`src/rtl/ebr_pkg.sv`:
```
package ebr_pkg;
  localparam int PC_W       = 32;
  localparam int INST_BYTES = 4;

  // Sequential successor of an address.
  function automatic logic [PC_W-1:0] seq_pc(input logic [PC_W-1:0] pc);
    return pc + PC_W'(INST_BYTES);
  endfunction

  // Fetch recorded a non-sequential next address.
  function automatic logic left_sequence(input logic [PC_W-1:0] pc,
                                         input logic [PC_W-1:0] npc);
    return npc != seq_pc(pc);
  endfunction
endpackage

```
`src/rtl/ebr_lane_eval.sv`:
```
module ebr_lane_eval
  import ebr_pkg::*;
#(
  parameter int NSRC_W = 3
) (
  input  logic              valid,
  input  logic              is_ctrl,
  input  logic              is_direct,
  input  logic              is_uncond,
  input  logic              pred_taken,
  input  logic [PC_W-1:0]   target,
  input  logic [PC_W-1:0]   pred_pc,
  input  logic [NSRC_W-1:0] nsrc,
  output logic              resolve,
  output logic              mispred,
  output logic              ctrl_err,
  output logic              ready,
  output logic [PC_W-1:0]   pred_fixed
);
  assign resolve    = valid && is_ctrl && is_direct && is_uncond;
  assign mispred    = resolve && (target != pred_pc);
  assign ctrl_err   = valid && pred_taken && !is_ctrl;
  assign ready      = (nsrc == '0);
  assign pred_fixed = mispred ? target : pred_pc;
endmodule

```
`src/rtl/ebr_stop_pick.sv`:
```
module ebr_stop_pick #(
  parameter int LANES = 4,
  localparam int IDX_W = (LANES > 1) ? $clog2(LANES) : 1
) (
  input  logic [LANES-1:0] stop_req,
  output logic             found,
  output logic [IDX_W-1:0] idx,
  output logic [LANES-1:0] proc_mask
);
  always_comb begin
    found = 1'b0;
    idx   = '0;
    for (int i = LANES - 1; i >= 0; i--) begin
      if (stop_req[i]) begin
        found = 1'b1;
        idx   = IDX_W'(i);
      end
    end
    for (int i = 0; i < LANES; i++) begin
      proc_mask[i] = !found || (i <= int'(idx));
    end
  end
endmodule

```
`src/rtl/ebr_squash_mask.sv`:
```
module ebr_squash_mask #(
  parameter int LANES = 4,
  parameter int TID_W = 1,
  parameter int SEQ_W = 16,
  localparam int IDX_W = (LANES > 1) ? $clog2(LANES) : 1
) (
  input  logic                        found,
  input  logic [IDX_W-1:0]            idx,
  input  logic [LANES-1:0]            valid,
  input  logic [LANES-1:0][TID_W-1:0] tid,
  input  logic [LANES-1:0][SEQ_W-1:0] seq,
  output logic [LANES-1:0]            kill,
  output logic [LANES-1:0]            hold
);
  logic [TID_W-1:0] ref_tid;
  logic [SEQ_W-1:0] ref_seq;

  assign ref_tid = tid[idx];
  assign ref_seq = seq[idx];

  generate
    for (genvar g = 0; g < LANES; g++) begin : g_lane
      logic after;
      logic younger;
      assign after   = found && (g > int'(idx)) && valid[g];
      assign younger = (tid[g] == ref_tid) && (seq[g] > ref_seq);
      assign kill[g] = after && younger;
      assign hold[g] = after && !younger;
    end
  endgenerate
endmodule

```
`src/rtl/early_branch_resolver.sv`:
```
module early_branch_resolver
  import ebr_pkg::*;
#(
  parameter int LANES  = 4,
  parameter int TID_W  = 1,
  parameter int SEQ_W  = 16,
  parameter int NSRC_W = 3,
  parameter int UPC_W  = 8,
  parameter int CNT_W  = 16
) (
  input  logic                    clk,
  input  logic                    rst_n,
  input  logic [LANES-1:0]        in_valid,
  input  logic [LANES*TID_W-1:0]  in_tid,
  input  logic [LANES*SEQ_W-1:0]  in_seq,
  input  logic [LANES*PC_W-1:0]   in_pc,
  input  logic [LANES*PC_W-1:0]   in_npc,
  input  logic [LANES*PC_W-1:0]   in_pred_pc,
  input  logic [LANES*PC_W-1:0]   in_target,
  input  logic [LANES-1:0]        in_pred_taken,
  input  logic [LANES-1:0]        in_is_ctrl,
  input  logic [LANES-1:0]        in_is_direct,
  input  logic [LANES-1:0]        in_is_uncond,
  input  logic [LANES*NSRC_W-1:0] in_nsrc,
  output logic [LANES-1:0]        out_valid,
  output logic [LANES*TID_W-1:0]  out_tid,
  output logic [LANES*SEQ_W-1:0]  out_seq,
  output logic [LANES*PC_W-1:0]   out_pc,
  output logic [LANES*PC_W-1:0]   out_pred_pc,
  output logic [LANES-1:0]        out_ready,
  output logic [LANES-1:0]        kill_mask,
  output logic [LANES-1:0]        hold_mask,
  output logic                    rd_valid,
  output logic                    rd_mispredict,
  output logic                    rd_pred_wrong,
  output logic                    rd_squash,
  output logic [TID_W-1:0]        rd_tid,
  output logic [SEQ_W-1:0]        rd_seq,
  output logic [PC_W-1:0]         rd_npc,
  output logic [PC_W-1:0]         rd_nnpc,
  output logic                    rd_taken,
  output logic [UPC_W-1:0]        rd_upc,
  output logic                    cerr_valid,
  output logic [TID_W-1:0]        cerr_tid,
  output logic [SEQ_W-1:0]        cerr_seq,
  output logic [CNT_W-1:0]        cnt_resolved,
  output logic [CNT_W-1:0]        cnt_mispred,
  output logic [CNT_W-1:0]        cnt_ctrl_err
);
  localparam int IDX_W = (LANES > 1) ? $clog2(LANES) : 1;

  logic [LANES-1:0][TID_W-1:0]  tid_a;
  logic [LANES-1:0][SEQ_W-1:0]  seq_a;
  logic [LANES-1:0][PC_W-1:0]   pc_a, npc_a, pp_a, tgt_a, pp_fix;
  logic [LANES-1:0][NSRC_W-1:0] nsrc_a;

  assign tid_a  = in_tid;
  assign seq_a  = in_seq;
  assign pc_a   = in_pc;
  assign npc_a  = in_npc;
  assign pp_a   = in_pred_pc;
  assign tgt_a  = in_target;
  assign nsrc_a = in_nsrc;

  // Named per-lane events
  logic [LANES-1:0] ev_resolve, ev_mispred, ev_ctrl_err, lane_ready;

  generate
    for (genvar g = 0; g < LANES; g++) begin : g_eval
      ebr_lane_eval #(.NSRC_W(NSRC_W)) u_eval (
        .valid      (in_valid[g]),
        .is_ctrl    (in_is_ctrl[g]),
        .is_direct  (in_is_direct[g]),
        .is_uncond  (in_is_uncond[g]),
        .pred_taken (in_pred_taken[g]),
        .target     (tgt_a[g]),
        .pred_pc    (pp_a[g]),
        .nsrc       (nsrc_a[g]),
        .resolve    (ev_resolve[g]),
        .mispred    (ev_mispred[g]),
        .ctrl_err   (ev_ctrl_err[g]),
        .ready      (lane_ready[g]),
        .pred_fixed (pp_fix[g])
      );
    end
  endgenerate

  logic [LANES-1:0] stop_req, proc_mask, kill_n, hold_n, fwd_valid;
  logic             stop_found;
  logic [IDX_W-1:0] stop_idx;

  assign stop_req = ev_mispred | ev_ctrl_err;

  ebr_stop_pick #(.LANES(LANES)) u_pick (
    .stop_req  (stop_req),
    .found     (stop_found),
    .idx       (stop_idx),
    .proc_mask (proc_mask)
  );

  ebr_squash_mask #(.LANES(LANES), .TID_W(TID_W), .SEQ_W(SEQ_W)) u_squash (
    .found (stop_found),
    .idx   (stop_idx),
    .valid (in_valid),
    .tid   (tid_a),
    .seq   (seq_a),
    .kill  (kill_n),
    .hold  (hold_n)
  );

  assign fwd_valid = in_valid & proc_mask;

  logic stop_is_br, stop_is_cerr;
  assign stop_is_br   = stop_found && ev_mispred[stop_idx];
  assign stop_is_cerr = stop_found && ev_ctrl_err[stop_idx];

  logic [CNT_W-1:0] res_add;
  always_comb begin
    res_add = '0;
    for (int i = 0; i < LANES; i++) begin
      res_add = res_add + CNT_W'(ev_resolve[i] && proc_mask[i]);
    end
  end

  always_ff @(posedge clk or negedge rst_n) begin
    if (!rst_n) begin
      out_valid    <= '0;
      out_tid      <= '0;
      out_seq      <= '0;
      out_pc       <= '0;
      out_pred_pc  <= '0;
      out_ready    <= '0;
      kill_mask    <= '0;
      hold_mask    <= '0;
      rd_valid     <= 1'b0;
      rd_tid       <= '0;
      rd_seq       <= '0;
      rd_npc       <= '0;
      rd_nnpc      <= '0;
      rd_taken     <= 1'b0;
      cerr_valid   <= 1'b0;
      cerr_tid     <= '0;
      cerr_seq     <= '0;
      cnt_resolved <= '0;
      cnt_mispred  <= '0;
      cnt_ctrl_err <= '0;
    end else begin
      out_valid    <= fwd_valid;
      out_tid      <= in_tid;
      out_seq      <= in_seq;
      out_pc       <= in_pc;
      out_pred_pc  <= pp_fix;
      out_ready    <= lane_ready & fwd_valid;
      kill_mask    <= kill_n;
      hold_mask    <= hold_n;
      rd_valid     <= stop_is_br;
      rd_tid       <= tid_a[stop_idx];
      rd_seq       <= seq_a[stop_idx];
      rd_npc       <= tgt_a[stop_idx];
      rd_nnpc      <= seq_pc(tgt_a[stop_idx]);
      rd_taken     <= left_sequence(pc_a[stop_idx], npc_a[stop_idx]);
      cerr_valid   <= stop_is_cerr;
      cerr_tid     <= tid_a[stop_idx];
      cerr_seq     <= seq_a[stop_idx];
      cnt_resolved <= cnt_resolved + res_add;
      cnt_mispred  <= cnt_mispred + CNT_W'(stop_is_br);
      cnt_ctrl_err <= cnt_ctrl_err + CNT_W'(stop_is_cerr);
    end
  end

  assign rd_mispredict = rd_valid;
  assign rd_pred_wrong = rd_valid;
  assign rd_squash     = rd_valid;
  assign rd_upc        = '0;
endmodule

```
`config.mk`:
```
export PLATFORM = sky130hd
export DESIGN_NAME = early_branch_resolver
export DESIGN_NICKNAME = d
export VERILOG_FILES = /design/src/rtl/ebr_pkg.sv /design/src/rtl/ebr_lane_eval.sv /design/src/rtl/ebr_stop_pick.sv /design/src/rtl/ebr_squash_mask.sv /design/src/rtl/early_branch_resolver.sv
export SDC_FILE = /design/constraint.sdc
export NUM_CORES = 1
export LEC_CHECK = 0
export CAP_MARGIN = 20
export CORE_AREA = 3 3 428 430
export CTS_BUF_LIST = sky130_fd_sc_hd__clkbuf_8
export DETAILED_ROUTE_END_ITERATION = 6
export DIE_AREA = 0 0 431 433
export DONT_BUFFER_PORTS = 1
export SLEW_MARGIN = 20
export SYNTH_ARGS = -nofsm -noshare
export SYNTH_HDL_FRONTEND = slang
export SYNTH_SLANG_ARGS = --single-unit
export TNS_END_PERCENT = 10
```
`constraint.sdc`:
```
create_clock -name clk -period 6.12 [get_ports clk]
set_clock_uncertainty 0.05 [all_clocks]
set_input_delay 0.918 -clock clk [delete_from_list [all_inputs] [get_ports clk]]
set_output_delay 0.918 -clock clk [all_outputs]
set_load 0.005 [all_outputs]
```
# Word level (Yosys, flattened, before mapping)
# Index checks and enable logic that the tools add are counted.
# word_totals
wordCells	132
register_bits	470
out_inout_bits	500
in_bits	614
# classes
eq_ne	8
addsub	8
n_bitwise	3
muxes	26
reduce_logical	59
order_cmp	10
# op_table
operator	count
$mux 32	7
$bmux 32 s2	3
$ne 32x32->1	5
$add 32x3->32 const B	2
$gt 16x16->1	3
$logic_and 1x1->1	44
$add 16x1->16	2
$bmux 16 s2	1
$add 16x4->16	1
$mux 16	1
$logic_not 3->1	4
$and 4x4->4	2
$logic_not 1->1	8
$mux 2	4
$mux 1	7
$bmux 1 s2	3
$add 3x1->4	1
$gt 2x2->1 const A	2
$le 2x2->1 const A	2
$or 4x4->4	1
$add 2x1->3	1
$eq 1x1->1	3
$logic_or 1x1->1	3
$lt 2x3->1 const B	1
other kinds (3)	3

# Longest topological paths before layout
# depth
depth_word	16
mapped_depth	29
mapped_depth_nobuf	23

# Cells and area by module
# Synthesis repeated with hierarchy kept, for this count alone.
# hier_totals
cells_unflattened	1547
hier_area_um2	22412.7
# by_module_without_submodules
mod	instances	cells_per_inst	area_each_um2	seq_area_each_um2
early_branch_resolver	1	1027	17536.8	11761.3
ebr_lane_eval	4	82	789.5	0.0
ebr_squash_mask	1	182	1667.8	0.0
ebr_stop_pick	1	10	50.0	0.0

# Worst setup path after synthesis
# No wires, ideal clock.
# synth_path
kind	input -> register
startpoint	in in_pred_pc[46]
endpoint	reg hold_mask[2]
setup_slack_ns	0.655
required_ns	5.952
setup_time_ns	0.118
cell_stages	23
arrival_ns	5.297
path_cell_list	xnor2_1 > nand4_1 > nor4_4 > a31oi_2 > nor4_4 > and2_4 > buf_6 > buf_4 > buf_4 > buf_2 > clkbuf_1 > clkbuf_1 > a221oi_1 > ha_1 > a21oi_1 > nor2b_1 > o21ai_0 > nand2b_1 > a21oi_1 > o21ai_0 > nor3_1 > or4_1 > nor2b_1
# synth_between
elab_chain_cells	11
word_cells_on_any_way	19
# synth_lines
item	line	text
from (decl)	early_branch_resolver.sv:18	input logic [LANES*PC_W-1:0] in_pred_pc,
$ne 32x32->1 *	ebr_lane_eval.sv:21	assign mispred = resolve && (target != pred_pc);
$logic_and 1x1->1 *	ebr_lane_eval.sv:21	
$or 4x4->4 *	early_branch_resolver.sv:92	assign stop_req = ev_mispred | ev_ctrl_err;
$mux 2 (2 in series)	ebr_stop_pick.sv:14	if (stop_req[i]) begin
$bmux 16 s2 / $bmux 1 s2 (equally long branches)	ebr_squash_mask.sv:19, ebr_squash_mask.sv:18	
$mux 16 (not written as such) / $mux 1 (equally long branches)	ebr_squash_mask.sv:19, ebr_squash_mask.sv:18	
$gt 16x16->1 / $eq 1x1->1 (equally long branches)	ebr_squash_mask.sv:26	assign younger = (tid[g] == ref_tid) && (seq[g] > ref_seq);
$logic_and 1x1->1	ebr_squash_mask.sv:26	
$logic_not 1->1	ebr_squash_mask.sv:28	assign hold[g] = after && !younger;
$logic_and 1x1->1 *	ebr_squash_mask.sv:28	
named net hold_n[2]	early_branch_resolver.sv:88	logic [LANES-1:0] stop_req, proc_mask, kill_n, hold_n, fwd_valid;
to (signal assigned)	early_branch_resolver.sv:155	hold_mask <= hold_n;
to (decl)	early_branch_resolver.sv:32	output logic [LANES-1:0] hold_mask,
# Mark *: on every way through the listed nets, which the timed path passes. The rest lies on a longest branch. The select of a mux whose other input is x is not followed.

# Worst setup path after layout
# layout_path
startpoint	in in_pred_pc[95]
endpoint	reg rd_taken
# layout_between
elab_chain_cells	10
word_cells_on_any_way	12
# layout_lines
item	line	text
$ne 32x32->1 *	ebr_lane_eval.sv:21	
$logic_and 1x1->1 *	ebr_lane_eval.sv:21	
$or 4x4->4 *	early_branch_resolver.sv:92	
$mux 2 * (3 in series)	ebr_stop_pick.sv:14	
$bmux 32 s2	early_branch_resolver.sv:161	rd_taken <= left_sequence(pc_a[stop_idx], npc_a[stop_idx]);
$mux 32 (not written as such)	early_branch_resolver.sv:161	
$add 32x3->32	ebr_pkg.sv:7	return pc + PC_W'(INST_BYTES);
$ne 32x32->1 *	ebr_pkg.sv:13	return npc != seq_pc(pc);
to (signal assigned)	early_branch_resolver.sv:161	
to (decl)	early_branch_resolver.sv:41	output logic rd_taken,
# Mark *: on every way between the ends. The rest lies on a longest branch, timed or not. The select of a mux whose other input is x is not followed.

==> results.json <==
{
  "pwr-share-comb_pct": 17.1,
  "swShare_pct": 33.2,
  "synth_top_area_share_pct": 52.4,
  "post_cts_buffers": 0,
  "grt_max_degree": 469,
  "dr.pass1.iters": 7,
  "ios": 1114,
  "fp.dieW_um": 431,
  "ys_seq_area_share_pct": 52.4,
  "gp_congestion": 0.976,
  "fin_crit_ns": 5.33,
  "cts_tree": "built",
  "final_area_sq_um": 31100,
  "vias": 20100,
  "crit_required_ns": 6.78,
  "yosysTopAreaCell": "dfrtp_1",
  "grt_use_total_pct": 21.9,
  "start_util_pct": 12.4,
  "drc": 5,
  "fin_ws_ns": 0.785,
  "yosys_register_bits": 468,
  "reg2reg_from": "cnt_resolved[0]",
  "drive_above_1_share_pct": 24.1,
  "p_sw_w": 0.00331,
  "p_int_w": 0.00664,
  "path_cells": "xor2_1 -> nor4_1 -> nand4_1 -> o21ai_2 -> buf_4 -> a21o_1 -> a311oi_1 -> buf_4 -> nor4_2 -> nand4_1 -> nand4b_1 -> a2111oi_2 -> nor2_1 -> a2111oi_2 -> nand4_1 -> a221o_1",
  "htree_levels": 3,
  "pre_cts_ws_ns": -0.262,
  "nets": 2940,
  "synth_area_sq_um": 22400,
  "fmax_ghz": 0.187,
  "path_clk_slew_ns": 0.07,
  "synthDistinctLibCells": 104,
  "critPathMostFrequentCell": "nand4_1",
  "tightestPinTransition_ns": 2.72,
  "final_max_slew_viol_count": 219,
  "critPathLaunchType": "primary input",
  "postRouteAntennaNets": 0,
  "placementRows": 156,
  "max-cap-violations": 0,
  "clk_path_buf_depth": 3,
  "end_kind": "flop",
  "hpwlAfterDp_um": 177000,
  "layout_common_cells": "dfrtp_1 (468), dlygate4sd3_1 (197), buf_4 (165)",
  "crit_family": "simple AND/OR/NAND/NOR gates",
  "max-slew-margin-rel_pct": -81.1,
  "yosysWarningCount": 0,
  "numPortBuffers": 0,
  "synth_cells": 1890,
  "cts_buffers": 100,
  "grt_pass1_wl_um": 256000,
  "wl_um": 212000,
  "violations": "design-rule violations, negative hold slack, max-slew violations",
  "placed_cell_area_sq_um": 26400,
  "max_stage_delay_ns": 0.79,
  "critPathKind": "primary input to flop",
  "hold_path_class": "primary input to asynchronous set/reset pin",
  "vdd_drop_max_mv": 0.152,
  "synth_edf_count": 0,
  "setup_violations": 0,
  "nFillCells": 19900,
  "crit_arrival_ns": 5.99,
  "synth-main-ff-cell": "dfrtp_1",
  "power.share.clock_pct": 44.4,
  "coreArea_sq_um": 180000,
  "cts_sinks": 468,
  "first_global_vias": 20100,
  "overflow": 0,
  "clkLatencyLatePin_ns": 0.81,
  "critPathSlowestCell": "nor4_1",
  "startpoint": "in_pred_pc[95]",
  "drt-initial-drc-count": 2205,
  "syn_area_per_cell_sq_um": 11.8,
  "final_common_cell": "dfrtp_1",
  "multi_input_area_sq_um": 9920,
  "power.density_nw_per_um2": 320,
  "die_y_um": 433,
  "cts_resized": 0,
  "area_growth_syn_to_layout_pct": 39.1,
  "regArea_sq_um": 11700,
  "async_flop_share_pct": 100,
  "path_max_fanout": 10,
  "viasPerCell": 4.19,
  "cp_num_buf_inv": 2,
  "fin_crit_sh_pct": 87.2,
  "power_leakage_nw": 12.4,
  "rsz0062_at_grt": "no",
  "synthTopCellsByArea": "dfrtp_1 (52%), mux2_2 (6.4%), xnor2_1 (6.3%), ha_1 (2.9%), xor2_1 (2.7%)",
  "holdBufCountCts": 197,
  "status": "finished, violations left",
  "power_frac_seq_pct": 38.6,
  "cts_root_buf": "clkbuf_8",
  "whs_ns": -0.238,
  "antenna_found_initial": 88,
  "hold_viol": 231,
  "tns_ns": 0,
  "wl_per_cell_um": 44.2,
  "die_area_sq_um": 187000
}
==> Yosys cell counts (all sizes together), types with 8 or more instances <==
cell and count:
nor2b 11, dfrtp 468, buf 85, nand2 138
xor2 69, inv 60, a21o 10, and4 8
o21ai 62, nor2 62, nand2b 13, nor3 21
xnor2 163, a222oi 18, clkbuf 25, a31oi 8
ha 52, a22oi 36, nor4 26, a22o 11
nand3 50, or2 10, mux2 129, nand4 49
mux2i 12, o221ai 13, or3 15, and2 10
a2111oi 9, o311ai 8, a221o 9, a21oi 65
a211oi 9, a221oi 34, and3 27
==> flip-flops by register name, summed over array words and instances, names as in the netlist <==
| name | flops |
|---|---|
| cerr_seq | 16 |
| cerr_tid | 1 |
| cerr_valid | 1 |
| cnt_ctrl_err | 16 |
| cnt_mispred | 16 |
| cnt_resolved | 16 |
| hold_mask | 3 |
| kill_mask | 3 |
| out_pc | 128 |
| out_pred_pc | 128 |
| out_ready | 4 |
| out_seq | 64 |
| out_tid | 4 |
| out_valid | 4 |
| rd_mispredict | 1 |
| rd_nnpc | 32 |
| rd_npc | 30 |
| rd_taken | 1 |
==> final timing paths <==
kind | endpoint | slack, ns | cells past startpoint
max | rd_taken | 0.79 | 16
min | out_seq[45] | -0.24 | 0
max reg2reg | cnt_resolved[14] | 3.11 | 11
min reg2reg | cnt_ctrl_err[15] | 0.45 | 1
max in group asynchronous | out_pred_pc[27] | 4.11 | 0
min in group clk | hold_mask[1] | 0.17 | 2
==> power groups by stage <==
stage               clock network (W)  registers, W  logic, W
finish                        0.00441       0.00384   0.00170
global route                  0.00468       0.00386   0.00181
detailed placement                  0       0.00389   0.00155
floorplan                           0       0.00356  0.000884
global placement                    0       0.00390   0.00155
CTS                           0.00458       0.00384   0.00171
==> metal layers <==
metal	global-route usage, %	share of wire, %	wire (um)	vias up
li1	-	-	-	7701
met1	22.9	34	73100	10400
met2	36.9	49	104000	1603
met3	10.0	11	24400	418
met4	11.0	5.1	10800	16
met5	0	0.049	105	-
==> stage by stage <==
| stage | util (%) | total power (W) | cells | hold slack [ns] |
|---|---|---|---|---|
| finish | 17.3 | 0.00995 | 4802 | -0.238 |
| global route | 17.2 | 0.0103 | 4789 | -0.347 |
| global placement | 14.7 | 0.00545 | 4341 | 0.438 |
| floorplan | - | 0.00444 | 1899 | 0.415 |
| CTS | 17.2 | 0.0101 | 4727 | -0.383 |
| detailed placement | 14.7 | 0.00544 | 4342 | 0.445 |
==> cell families after synthesis <==
group	share of synthesized area (%)
XOR/XNOR	9.23
flip-flops	52.4
buffers and inverters	3.95
AND/OR/NAND/NOR	11.8
AO/OA/AOI/OAI	12.4
adder cells (fa/ha/maj)	3.22
other	0.0168
multiplexers	7.03
==> cell type report <==
type / count / area share, %
clock inverter: 67 / 2.71
inverter: 60 / 0.724
tap: 2370 / 9.54
antenna: 75 / 0.604
sequential: 468 / 37.7
timing repair buffer: 380 / 11.5
clock buffer: 121 / 5.36
multi-input combinational: 1261 / 31.9
No activity file was read; power rests on OpenSTA's default activity.
